$ cat src/rtl/kbd_pkg.sv
// Shared constants and helpers for the key matrix encoder.
// Assumes a matrix of at most eight columns by eight rows.
package kbd_pkg;
    localparam int COLS   = 8;
    localparam int ROWS   = 8;
    localparam int SCAN_W = $clog2(COLS);
    localparam int ROW_W  = $clog2(ROWS);
    localparam int SL_W   = 4;
    localparam int CODE_W = 2 + SCAN_W + ROW_W;

    // Count the ones in a row-wide vector.
    function automatic logic [ROW_W:0] ones_in_row(input logic [ROWS-1:0] v);
        logic [ROW_W:0] n;
        n = '0;
        for (int i = 0; i < ROWS; i++) begin
            n = n + {{ROW_W{1'b0}}, v[i]};
        end
        return n;
    endfunction
endpackage

$ cat src/rtl/kbd_scan_timer.sv
// Column walker: divides the clock into scan steps and drives the column lines.
// Assumes TICK_DIV >= 2. Binary drive counts 0..COLS-1; one-cold drive rotates
// over four columns, wrapping whenever the low two bits of the count reach 3.
module kbd_scan_timer
    import kbd_pkg::*;
#(
    parameter int TICK_DIV = 4
) (
    input  logic              clk,
    input  logic              rst_n,
    input  logic              decoded,
    output logic              tick,
    output logic              frame_end,
    output logic [SCAN_W-1:0] scan_cnt,
    output logic [SL_W-1:0]   sl
);
    localparam int PW = (TICK_DIV > 1) ? $clog2(TICK_DIV) : 1;

    logic [PW-1:0]     pre_q;
    logic [SCAN_W-1:0] col_q;
    logic              wrap;
    logic [SL_W-1:0]   sl_dec;
    logic [SL_W-1:0]   sl_enc;

    assign tick      = (pre_q == PW'(TICK_DIV - 1));
    assign wrap      = decoded ? (col_q[1:0] == 2'b11) : (col_q == SCAN_W'(COLS - 1));
    assign frame_end = tick & wrap;
    assign scan_cnt  = col_q;

    // Prescaler: one scan step every TICK_DIV clocks.
    always_ff @(posedge clk) begin
        if (!rst_n || tick) pre_q <= '0;
        else                pre_q <= pre_q + 1'b1;
    end

    // Column counter: advance at each step, wrap at the last column of the format.
    always_ff @(posedge clk) begin
        if (!rst_n)        col_q <= '0;
        else if (tick)     col_q <= wrap ? '0 : col_q + 1'b1;
    end

    // One-cold drive: the low two count bits select the single low line.
    for (genvar c = 0; c < SL_W; c++) begin : g_dec
        assign sl_dec[c] = (col_q[1:0] != 2'(c));
    end

    assign sl_enc = {{(SL_W - SCAN_W){1'b0}}, col_q};
    assign sl     = decoded ? sl_dec : sl_enc;
endmodule

$ cat src/rtl/kbd_key_tracker.sv
// Per-key debounce and acceptance. Each key keeps a saturating count of
// consecutive closed samples and a "queued" flag that clears on release.
// Lockout accepts only when the previous full frame and the current column
// both saw exactly one closed key. At most one key is accepted per scan step
// (the lowest row); others wait for their next scan. Held idle while disabled.
module kbd_key_tracker
    import kbd_pkg::*;
#(
    parameter int DEB_SCANS = 2
) (
    input  logic              clk,
    input  logic              rst_n,
    input  logic              enable,
    input  logic              rollover,
    input  logic              tick,
    input  logic              frame_end,
    input  logic [SCAN_W-1:0] scan_cnt,
    input  logic [ROWS-1:0]   ret_n,
    input  logic              ctrl,
    input  logic              shift,
    output logic              push_v,
    output logic [CODE_W-1:0] push_code,
    output logic              lock_err
);
    localparam int CW   = $clog2(DEB_SCANS + 1);
    localparam int KEYS = COLS * ROWS;
    localparam int IW   = $clog2(KEYS);
    localparam int TW   = $clog2(KEYS + 1);

    logic [CW-1:0]   cnt_q [KEYS];
    logic [KEYS-1:0] queued_q;
    logic [TW-1:0]   acc_q;
    logic [TW-1:0]   prev_q;

    logic [IW-1:0]   idx     [ROWS];
    logic [CW-1:0]   nxt_cnt [ROWS];
    logic [ROWS-1:0] closed;
    logic [ROWS-1:0] ready;
    logic [ROWS-1:0] take;
    logic [ROW_W:0]  pc;
    logic            lock_ok;
    logic            found;
    logic [ROW_W-1:0] sel;

    // Per-row view of the key under the current column.
    for (genvar r = 0; r < ROWS; r++) begin : g_row
        assign idx[r]     = {scan_cnt, ROW_W'(r)};
        assign closed[r]  = ~ret_n[r];
        assign nxt_cnt[r] = !closed[r] ? '0 :
                            (cnt_q[idx[r]] == CW'(DEB_SCANS)) ? cnt_q[idx[r]] :
                            cnt_q[idx[r]] + 1'b1;
        assign ready[r]   = closed[r] && (nxt_cnt[r] == CW'(DEB_SCANS)) && !queued_q[idx[r]];
    end

    assign pc      = ones_in_row(closed);
    assign lock_ok = (prev_q == TW'(1)) && (pc == (ROW_W + 1)'(1));
    assign take    = (rollover || lock_ok) ? ready : '0;

    // Pick the lowest eligible row for this step.
    always_comb begin
        found = 1'b0;
        sel   = '0;
        for (int r = ROWS - 1; r >= 0; r--) begin
            if (take[r]) begin
                found = 1'b1;
                sel   = ROW_W'(r);
            end
        end
    end

    // Key state, frame occupancy and the registered accept output.
    always_ff @(posedge clk) begin
        if (!rst_n || !enable) begin
            for (int k = 0; k < KEYS; k++) cnt_q[k] <= '0;
            queued_q  <= '0;
            acc_q     <= '0;
            prev_q    <= '0;
            push_v    <= 1'b0;
            push_code <= '0;
            lock_err  <= 1'b0;
        end else begin
            push_v   <= 1'b0;
            lock_err <= 1'b0;
            if (tick) begin
                for (int r = 0; r < ROWS; r++) begin
                    cnt_q[idx[r]] <= nxt_cnt[r];
                    if (!closed[r]) queued_q[idx[r]] <= 1'b0;
                end
                if (found) begin
                    queued_q[{scan_cnt, sel}] <= 1'b1;
                    push_v    <= 1'b1;
                    push_code <= {ctrl, shift, scan_cnt, sel};
                end
                lock_err <= !rollover && (ready != '0) && !lock_ok;
                if (frame_end) begin
                    prev_q <= acc_q + TW'(pc);
                    acc_q  <= '0;
                end else begin
                    acc_q  <= acc_q + TW'(pc);
                end
            end
        end
    end
endmodule

$ cat src/rtl/kbd_key_fifo.sv
// Keystroke queue with sticky overrun, underrun and lockout-error flags.
// Assumes DEPTH is a power of two. A read frees a slot before a push in the
// same cycle is judged; clear overrides both.
module kbd_key_fifo #(
    parameter int DEPTH = 8,
    parameter int W     = 8
) (
    input  logic                       clk,
    input  logic                       rst_n,
    input  logic                       push,
    input  logic [W-1:0]               push_data,
    input  logic                       pop,
    input  logic                       clr,
    input  logic                       err_set,
    output logic [W-1:0]               rd_data,
    output logic [$clog2(DEPTH)-1:0]   cnt_low,
    output logic                       full,
    output logic                       empty,
    output logic                       push_ok,
    output logic                       ovr,
    output logic                       unr,
    output logic                       err
);
    localparam int AW = $clog2(DEPTH);

    logic [W-1:0]  mem_q [DEPTH];
    logic [AW-1:0] wptr_q;
    logic [AW-1:0] rptr_q;
    logic [AW:0]   cnt_q;
    logic          do_pop;

    assign empty   = (cnt_q == '0);
    assign full    = (cnt_q == (AW + 1)'(DEPTH));
    assign do_pop  = pop && !empty;
    assign push_ok = push && !clr && (!full || do_pop);
    assign cnt_low = cnt_q[AW-1:0];

    // Storage write.
    always_ff @(posedge clk) begin
        if (push_ok) mem_q[wptr_q] <= push_data;
    end

    // Pointers, fill count, read data and sticky flags.
    always_ff @(posedge clk) begin
        if (!rst_n) begin
            wptr_q  <= '0;
            rptr_q  <= '0;
            cnt_q   <= '0;
            rd_data <= '0;
            ovr     <= 1'b0;
            unr     <= 1'b0;
            err     <= 1'b0;
        end else if (clr) begin
            wptr_q  <= '0;
            rptr_q  <= '0;
            cnt_q   <= '0;
            ovr     <= 1'b0;
            unr     <= 1'b0;
            err     <= 1'b0;
        end else begin
            if (push_ok) wptr_q <= wptr_q + 1'b1;
            if (do_pop) begin
                rd_data <= mem_q[rptr_q];
                rptr_q  <= rptr_q + 1'b1;
            end
            case ({push_ok, do_pop})
                2'b10:   cnt_q <= cnt_q + 1'b1;
                2'b01:   cnt_q <= cnt_q - 1'b1;
                default: cnt_q <= cnt_q;
            endcase
            if (push && !push_ok) ovr <= 1'b1;
            if (pop && empty)     unr <= 1'b1;
            if (err_set)          err <= 1'b1;
        end
    end
endmodule

$ cat src/rtl/kbd_scan_encoder.sv
// Top level: column scan, key acceptance, strobed capture, keystroke queue,
// status byte and interrupt. Inputs are assumed synchronous to clk.
// mode_i: bit 0 one-cold columns, bit 1 rollover, bit 2 strobed capture.
module kbd_scan_encoder
    import kbd_pkg::*;
#(
    parameter int TICK_DIV  = 4,
    parameter int DEB_SCANS = 2
) (
    input  logic              clk,
    input  logic              rst_n,
    input  logic [2:0]        mode_i,
    input  logic [ROWS-1:0]   ret_n_i,
    input  logic              shift_i,
    input  logic              ctrl_strb_i,
    input  logic              rd_i,
    input  logic              clr_i,
    input  logic              eoi_i,
    output logic [SL_W-1:0]   sl_o,
    output logic [CODE_W-1:0] rd_data_o,
    output logic [7:0]        status_o,
    output logic              irq_o
);
    localparam int QDEPTH = 8;
    localparam int QAW    = $clog2(QDEPTH);

    logic              tick;
    logic              frame_end;
    logic [SCAN_W-1:0] scan_cnt;
    logic              trk_push;
    logic [CODE_W-1:0] trk_code;
    logic              lock_err;
    logic              strobed;
    logic              strb_q;
    logic              strb_rise;
    logic              q_push;
    logic [CODE_W-1:0] q_data;
    logic [QAW-1:0]    q_cnt;
    logic              q_full;
    logic              q_empty;
    logic              q_push_ok;
    logic              q_ovr;
    logic              q_unr;
    logic              q_err;
    logic              irq_q;

    assign strobed = mode_i[2];

    kbd_scan_timer #(.TICK_DIV(TICK_DIV)) i_timer (
        .clk       (clk),
        .rst_n     (rst_n),
        .decoded   (mode_i[0]),
        .tick      (tick),
        .frame_end (frame_end),
        .scan_cnt  (scan_cnt),
        .sl        (sl_o)
    );

    kbd_key_tracker #(.DEB_SCANS(DEB_SCANS)) i_tracker (
        .clk       (clk),
        .rst_n     (rst_n),
        .enable    (!strobed),
        .rollover  (mode_i[1]),
        .tick      (tick),
        .frame_end (frame_end),
        .scan_cnt  (scan_cnt),
        .ret_n     (ret_n_i),
        .ctrl      (ctrl_strb_i),
        .shift     (shift_i),
        .push_v    (trk_push),
        .push_code (trk_code),
        .lock_err  (lock_err)
    );

    // Strobe history for rising-edge capture.
    always_ff @(posedge clk) begin
        if (!rst_n) strb_q <= 1'b0;
        else        strb_q <= ctrl_strb_i;
    end

    assign strb_rise = strobed && ctrl_strb_i && !strb_q;
    assign q_push    = strobed ? strb_rise : trk_push;
    assign q_data    = strobed ? ret_n_i   : trk_code;

    kbd_key_fifo #(.DEPTH(QDEPTH), .W(CODE_W)) i_fifo (
        .clk       (clk),
        .rst_n     (rst_n),
        .push      (q_push),
        .push_data (q_data),
        .pop       (rd_i),
        .clr       (clr_i),
        .err_set   (lock_err),
        .rd_data   (rd_data_o),
        .cnt_low   (q_cnt),
        .full      (q_full),
        .empty     (q_empty),
        .push_ok   (q_push_ok),
        .ovr       (q_ovr),
        .unr       (q_unr),
        .err       (q_err)
    );

    // Interrupt latch: set by a push, dropped by acknowledge or clear.
    always_ff @(posedge clk) begin
        if (!rst_n || clr_i) irq_q <= 1'b0;
        else if (q_push_ok)  irq_q <= 1'b1;
        else if (eoi_i)      irq_q <= 1'b0;
    end

    assign irq_o    = irq_q && !q_empty;
    assign status_o = {1'b0, q_err, q_ovr, q_unr, q_full, q_cnt};
endmodule

$ cat config.mk
export PLATFORM = sky130hd
export DESIGN_NAME = kbd_scan_encoder
export DESIGN_NICKNAME = d
export VERILOG_FILES = /design/src/rtl/kbd_pkg.sv /design/src/rtl/kbd_scan_timer.sv /design/src/rtl/kbd_key_tracker.sv /design/src/rtl/kbd_key_fifo.sv /design/src/rtl/kbd_scan_encoder.sv
export SDC_FILE = /design/constraint.sdc
export NUM_CORES = 1
export LEC_CHECK = 0
export ABC_CLOCK_PERIOD_IN_PS = 8750
export BUFFER_PORTS_ARGS = -buffer_cell sky130_fd_sc_hd__buf_2
export CORE_AREA = 2 2 174 133
export CTS_CLUSTER_DIAMETER = 150
export CTS_CLUSTER_SIZE = 24
export DETAILED_ROUTE_END_ITERATION = 12
export DIE_AREA = 0 0 176 135
export PLACE_DENSITY = 0.86
export REMOVE_ABC_BUFFERS = 1
export SETUP_SLACK_MARGIN = 0.3
export SLEW_MARGIN = 10
export SYNTH_ARGS = -nofsm -noshare
export SYNTH_HDL_FRONTEND = slang
export SYNTH_SLANG_ARGS = --single-unit
$ cat constraint.sdc
create_clock -name clk -period 8.75 [get_ports clk]
set_input_delay 0 -clock clk [delete_from_list [all_inputs] [get_ports clk]]
set_output_delay 0 -clock clk [all_outputs]
set_load 0.02 [all_outputs]
Word level (Yosys, flattened, before mapping)
Memory sizes are Yosys's and may differ from the RTL's. A register that Yosys moved wholly into a read port is not among the register bits.
Cells that the tools add are included.
Word-level totals
  memories: 2
  latch bits: 0
  RAM bits: 192
  output and inout port bits: 21
  bits in registers: 108
  memory bits (read-only): 0
Memories
  i_tracker.cnt_q: depth 64, width 2, read ports 8, clocked after Yosys merged registers in 8, wr ports 64, line kbd_key_tracker.sv:30  | logic [CW-1:0] cnt_q [KEYS];
  i_fifo.mem_q: depth 8, width 8, read ports 1, clocked after Yosys merged registers in 1, wr ports 1, line kbd_key_fifo.sv:26  | logic [W-1:0] mem_q [DEPTH];
Operators by class
  add/subtract/negate cells: 22
  shift operators: 0
  bitwise gates (word level): 29
  divide/modulo/power cells: 0
  eq/ne operators: 27
  multiplexer cells: 149
  reductions and logical operators: 76
  order comparisons: 18
  multiply operators: 0
Operators with widths (count)
  $mux W64: 25
  $and A64 B64 Y64: 8
  $mux W6: 24
  $not A57 Y64: 1
  $not A58 Y64: 1
  $not A59 Y64: 1
  $not A60 Y64: 1
  $not A61 Y64: 1
  $not A62 Y64: 1
  $not A63 Y64: 1
  $not A64 Y64: 1
  $or A64 B64 Y64: 1
  $lt A6 B7 Y1 const B: 9
  $ge A6 B1 Y1 const B: 9
  $mux W2: 24
  $mux W1: 45
  $eq A2 B2 Y1 const B: 19
  $logic_and A1 B1 Y1: 36
  $mux W3: 9
  $add A4 B1 Y4: 6
  $bmux W1 S3: 8
  $demux W1 S3: 8
  $reduce_or A2 Y1: 10
  $add A2 B1 Y2 const B: 9
  25 further kinds: 63

Depth between registers and ports, before layout
  depth after elaboration: 39
  mapped depth: 15
  mapped depth without buffers: 14

Hierarchy
Synthesis repeated with hierarchy kept, for this count alone.
Unflattened totals
  cells, all modules: 1241
  area total of the unflattened synthesis: 14117.3 µm²
Modules (own cells, without submodules)
  kbd_key_tracker: area an instance 9908.3 µm², cells each 940, instances 1
  kbd_key_fifo: area an instance 3612.2 µm², cells each 237, instances 1
  kbd_scan_timer: area an instance 335.3 µm², cells each 39, instances 1
  kbd_scan_encoder: area an instance 261.5 µm², cells each 25, instances 1

Worst setup path after synthesis
No wires, ideal clock.
  path type: input to register
  start point: in ret_n_i[0]
  end point: reg i_tracker.queued_q[37]
  data arrival time: 4.011 ns
  library setup time: 0.096 ns
  slack: 4.643 ns
  path buffers: 1
  stages: 14
  cells stage by stage: inv_1 ha_1 fa_1 fa_1 fa_1 fa_1 or4b_1 nor3b_1 a31o_2 nand3_1 a211oi_1 nand2b_1 buf_2 o41ai_2
Between the ends
  cells in the longest elaborated chain, start to end: 33
RTL lines
  start, declared: line kbd_scan_encoder.sv:13  | input logic [ROWS-1:0] ret_n_i,
  parallel branches: the longest is 32 deep, another holds $add A4 B1 Y4
  $mux W64 *: line kbd_key_tracker.sv:89  | if (found) begin
  end signal, assigned: line kbd_key_tracker.sv:75  | queued_q <= '0;
  end signal, assigned by index: line kbd_key_tracker.sv:87  | if (!closed[r]) queued_q[idx[r]] <= 1'b0;
  end signal, assigned by index: line kbd_key_tracker.sv:90  | queued_q[{scan_cnt, sel}] <= 1'b1;
  end, declared: line kbd_key_tracker.sv:31  | logic [KEYS-1:0] queued_q;
Mark *: on every way between the ends. The select of a mux whose other input is x is not followed.
A chain may end at the register's enable or synchronous reset.

Worst setup path in the final report
  start point: in ret_n_i[0]
  end point: reg i_tracker.queued_q[5]
Same word-level chain as after synthesis.

==> summary.md <==
| Metric | Value |
|---|---|
| Status | `finished, final reports clean` |
| # Post-CTS Setup Buffers | `0` |
| Crit path launch type | `input pin` |
| Worst clock skew | `12.6 ps` |
| CP Data Arrival Time | `5490 ps` |
| Commonest cells post-synth | `192 x edfxtp_1, 177 x nor2_1, 119 x dfxtp_1, 86 x nand2_1, 49 x mux4_2` |
| Area delta synth->final | `5.90%` |
| Total CTS buffers | `16` |
| Post-DP HPWL | `22000 um` |
| Max incr delay on CP | `830 ps` |
| Site row count | `47` |
| Die width | `176 um` |
| Top cells by area, synth | `edfxtp_1 41%, dfxtp_1 17%, mux4_2 7.8%` |
| Fin crit share | `0.580` |
| Seq cells post-synth | `311` |
| Worst Path Required | `9170 ps` |
| Final ANT Viol Nets | `0` |
| RSZ-0062 raised after global routing | `no` |
| Worst Hold Class | `input pin to flip-flop` |
| Crit path time final | `about 5000 ps` |
| Vias | `about 9600` |
| Initial antenna violation count | `0` |
| Max Cap Viol | `0` |
| Final Setup Violations | `0` |
| Overall Global Routing Usage | `0.293` |
| Clock transition at path regs | `~100 ps` |
| Die Y-Extent | `around 140 um` |
| Synth cell types | `73` |
| N_diodes | `0` |
| Final Hold Viols | `0` |
| Routability cong. | `0.930` |
| Min-Delay Endpoint | `i_fifo.mem_q[7][5]$_DFFE_PP_` |
| Latest clock arrival within the worst-skew pair | `500 ps` |
| Register area share after synthesis | `0.577` |
| Largest net degree at the start of global routing | `61` |
| Initial DRC count | `approximately 1300` |
| Most frequent cell after synthesis | `edfxtp_1` |
| WHS Path Cells | `2` |
| Synth Cell Area | `14100 sq um` |
| Max clock buf depth | `3` |
| Synth top area share | `0.408` |
| CTS tree | `built` |
| Drt wl/cell | `23.8 um` |
| Core Region | `21900 sq um` |
| CP cell instances | `dlygate4sd3_1 -> buf_2 -> inv_1 -> ha_1 -> fa_1 -> fa_1 -> fa_1 -> fa_1 -> or4b_1 -> nor3b_1 -> a31oi_1 -> nor2_1 -> a21boi_1 -> nand3_1 -> o21ai_0` |
| Primary FF master, synth | `edfxtp_1` |
| Ys Warns | `0` |
| Residual overflow from global routing | `0` |
| Fin nets | `about 1200` |
| Num ports | `39` |
| Worst r2r dst | `i_tracker.queued_q[5]$_SDFFE_PP0P_` |
| Share of layout cells above drive strength 1 | `0.145` |
| P_leak | `a little over 5 nW` |
| Fmax | `197 MHz` |
| Cell taking the most area after synthesis | `edfxtp_1` |
| R2R setup slack | `just under 4000 ps` |
| R2R cell count | `11` |
| Pre-antenna DRT Iters | `5` |
| Worst-Margin Slew | `around 1200 ps` |
| WS Path Type | `input pin to flip-flop` |
| Vias per cell | `6.67` |
| Setup_tns | `0 ps` |
| # H-tree levels | `1` |
| Initial cell density of the core | `0.644` |
| Final max-slew violation count | `0` |
| Post-CTS Resized | `0` |
| Critical path endpoint category | `flip-flop` |
| Peak supply drop | `0.000148 V` |
| CTS Root Cell | `clkbuf_16` |
| First-pass GRT wire length | `53000 um` |
| Hold Path Origin | `ret_n_i[5]` |
| Slowest cell on crit path | `a21boi_1` |
| Vias in the first global route | `approximately 9500` |
| CP max FO | `11` |
| DIE AREA | `~24000 sq um` |
| Async SR Flop Fraction | `0` |
| Slew HR | `0.201` |
| Most used cell, CP | `fa_1` |
| Final WL | `34300 um` |
| Pwr/cell area | `177 nW/um^2` |
| Port bufs | `37` |
| Post-Route Utilization | `0.682` |
| Synthesized area per cell | `12.3 sq um` |
| Mapped Cells | `around 1100` |
| Clock sink count | `311` |
| EDFF count, synth | `192` |
| Post-route DRC | `0` |
timing repair:
item | 4_1_cts | 5_1_grt
hold endpoints to repair | 37 | 0
hold buffers | 11 | 0
setup endpoints to repair | 0 | 0
sequential cells by signal, indices dropped and copies added, names as in the netlist, 3 cells and up, named ones only:
signal and flops:
i_timer.scan_cnt 3, i_fifo.cnt_q 4, i_tracker.acc_q 7, i_fifo.rptr_q 3
i_tracker.queued_q 64, i_fifo.mem_q 64, i_fifo.rd_data 8, i_tracker.prev_q 7
i_tracker.push_code 8, i_fifo.wptr_q 3, i_tracker.cnt_q 128
stage by stage:
| step | power (mW) | hold WS, ps | cell area (sq um) | instances | setup slack, ps |
|---|---|---|---|---|---|
| after floorplan | 1.77 | 122 | 13700 | 1056 | 4040 |
| after global placement | 1.84 | 266 | 14400 | 1404 | 3950 |
| after detailed placement | 1.85 | 279 | 14400 | 1404 | 3820 |
| after CTS | 2.65 | 12.3 | 15000 | 1442 | 3770 |
| after global routing | 2.72 | 39.0 | 15000 | 1442 | 3430 |
| final | 2.65 | 35.2 | 15000 | 1442 | 3680 |
cell type report:
class	count	area, sq um
multi-input cells	726	5480
well taps	294	368
inverters	19	71.3
flip-flops and latches	311	8150
clock buffers	26	459
clock inverters	1	17.5
repair buffers	65	423
fillers	1489	6970
worst max path at each step:
stage | cells after the start | from | endpoint
finish | 15 | ret_n_i[0] | i_tracker.queued_q[5]$_SDFFE_PP0P_
global route | 15 | ret_n_i[0] | i_tracker.queued_q[28]$_SDFFE_PP0P_
CTS | 15 | ret_n_i[0] | i_tracker.queued_q[5]$_SDFFE_PP0P_
detailed placement | 14 | ret_n_i[0] | i_tracker.queued_q[4]$_SDFFE_PP0P_
global placement | 14 | ret_n_i[0] | i_tracker.queued_q[6]$_SDFFE_PP0P_
floorplan | 10 | flip-flop | i_tracker.queued_q[17]$_SDFFE_PP0P_
metal layers:
| layer | GRT usage | up-vias | part of all wire | wire, um |
|---|---|---|---|---|
| met3 | 0.0797 | 108 | 0.12 | 4260 |
| met1 | 0.419 | 4656 | 0.40 | 13700 |
| met5 | 0 | - | 0 | 0 |
| met2 | 0.447 | 622 | 0.45 | 15400 |
| li1 | - | 4239 | - | - |
| met4 | 0.0863 | 0 | 0.029 | 998 |
kinds of logic (layout without fill, tap and decap cells):
| group | Yosys count | in the layout | share of synthesized area |
|---|---|---|---|
| mux | 103 | 103 | 0.118 |
| other cells | 1 | 1 | 0.000265 |
| compound gates | 224 | 224 | 0.119 |
| buf+inv | 108 | 111 | 0.0368 |
| simple gates | 355 | 355 | 0.111 |
| xor+xnor | 12 | 12 | 0.00744 |
| fa+ha+maj | 31 | 31 | 0.0306 |
| flops | 311 | 311 | 0.577 |
critical path, delay by kind of cell:
family | cells | cell delay [ps]
compound gates | 3 | 1280
fa+ha+maj | 5 | 2250
buf+inv | 3 | 760
simple gates | 4 | 1200
power by group:
group	switching, mW	internal (mW)	total [mW]	leakage (nW)
registers	0.0107	1.58	1.59	2.97
clock network	0.446	0.380	0.826	0.233
logic	0.159	0.0767	0.235	1.93
total	0.615	2.04	2.65	5.14
cell usage in the layout, fill, tap and decap left out, types with 6 or more instances in the layout:
master         count
o31ai_1           26
dfxtp_1          118
buf_4             17
o41ai_1            8
mux2i_1           34
a21oi_2            6
fa_1               6
o21ai_0           26
ha_1              25
edfxtp_1         192
nand2b_1          18
o211a_1            8
a21oi_1           36
xnor2_1            7
nand2_1           86
nor2b_1           11
mux4_2            49
nand3_1           18
nor3_1            11
clkbuf_16         17
mux2_2            17
dlygate4sd3_1     11
inv_1             17
a22oi_1            8
clkbuf_1           9
a211oi_1           8
buf_2             37
nor2_1           177
o211ai_1          47
Power figures use the tool's default switching activity.
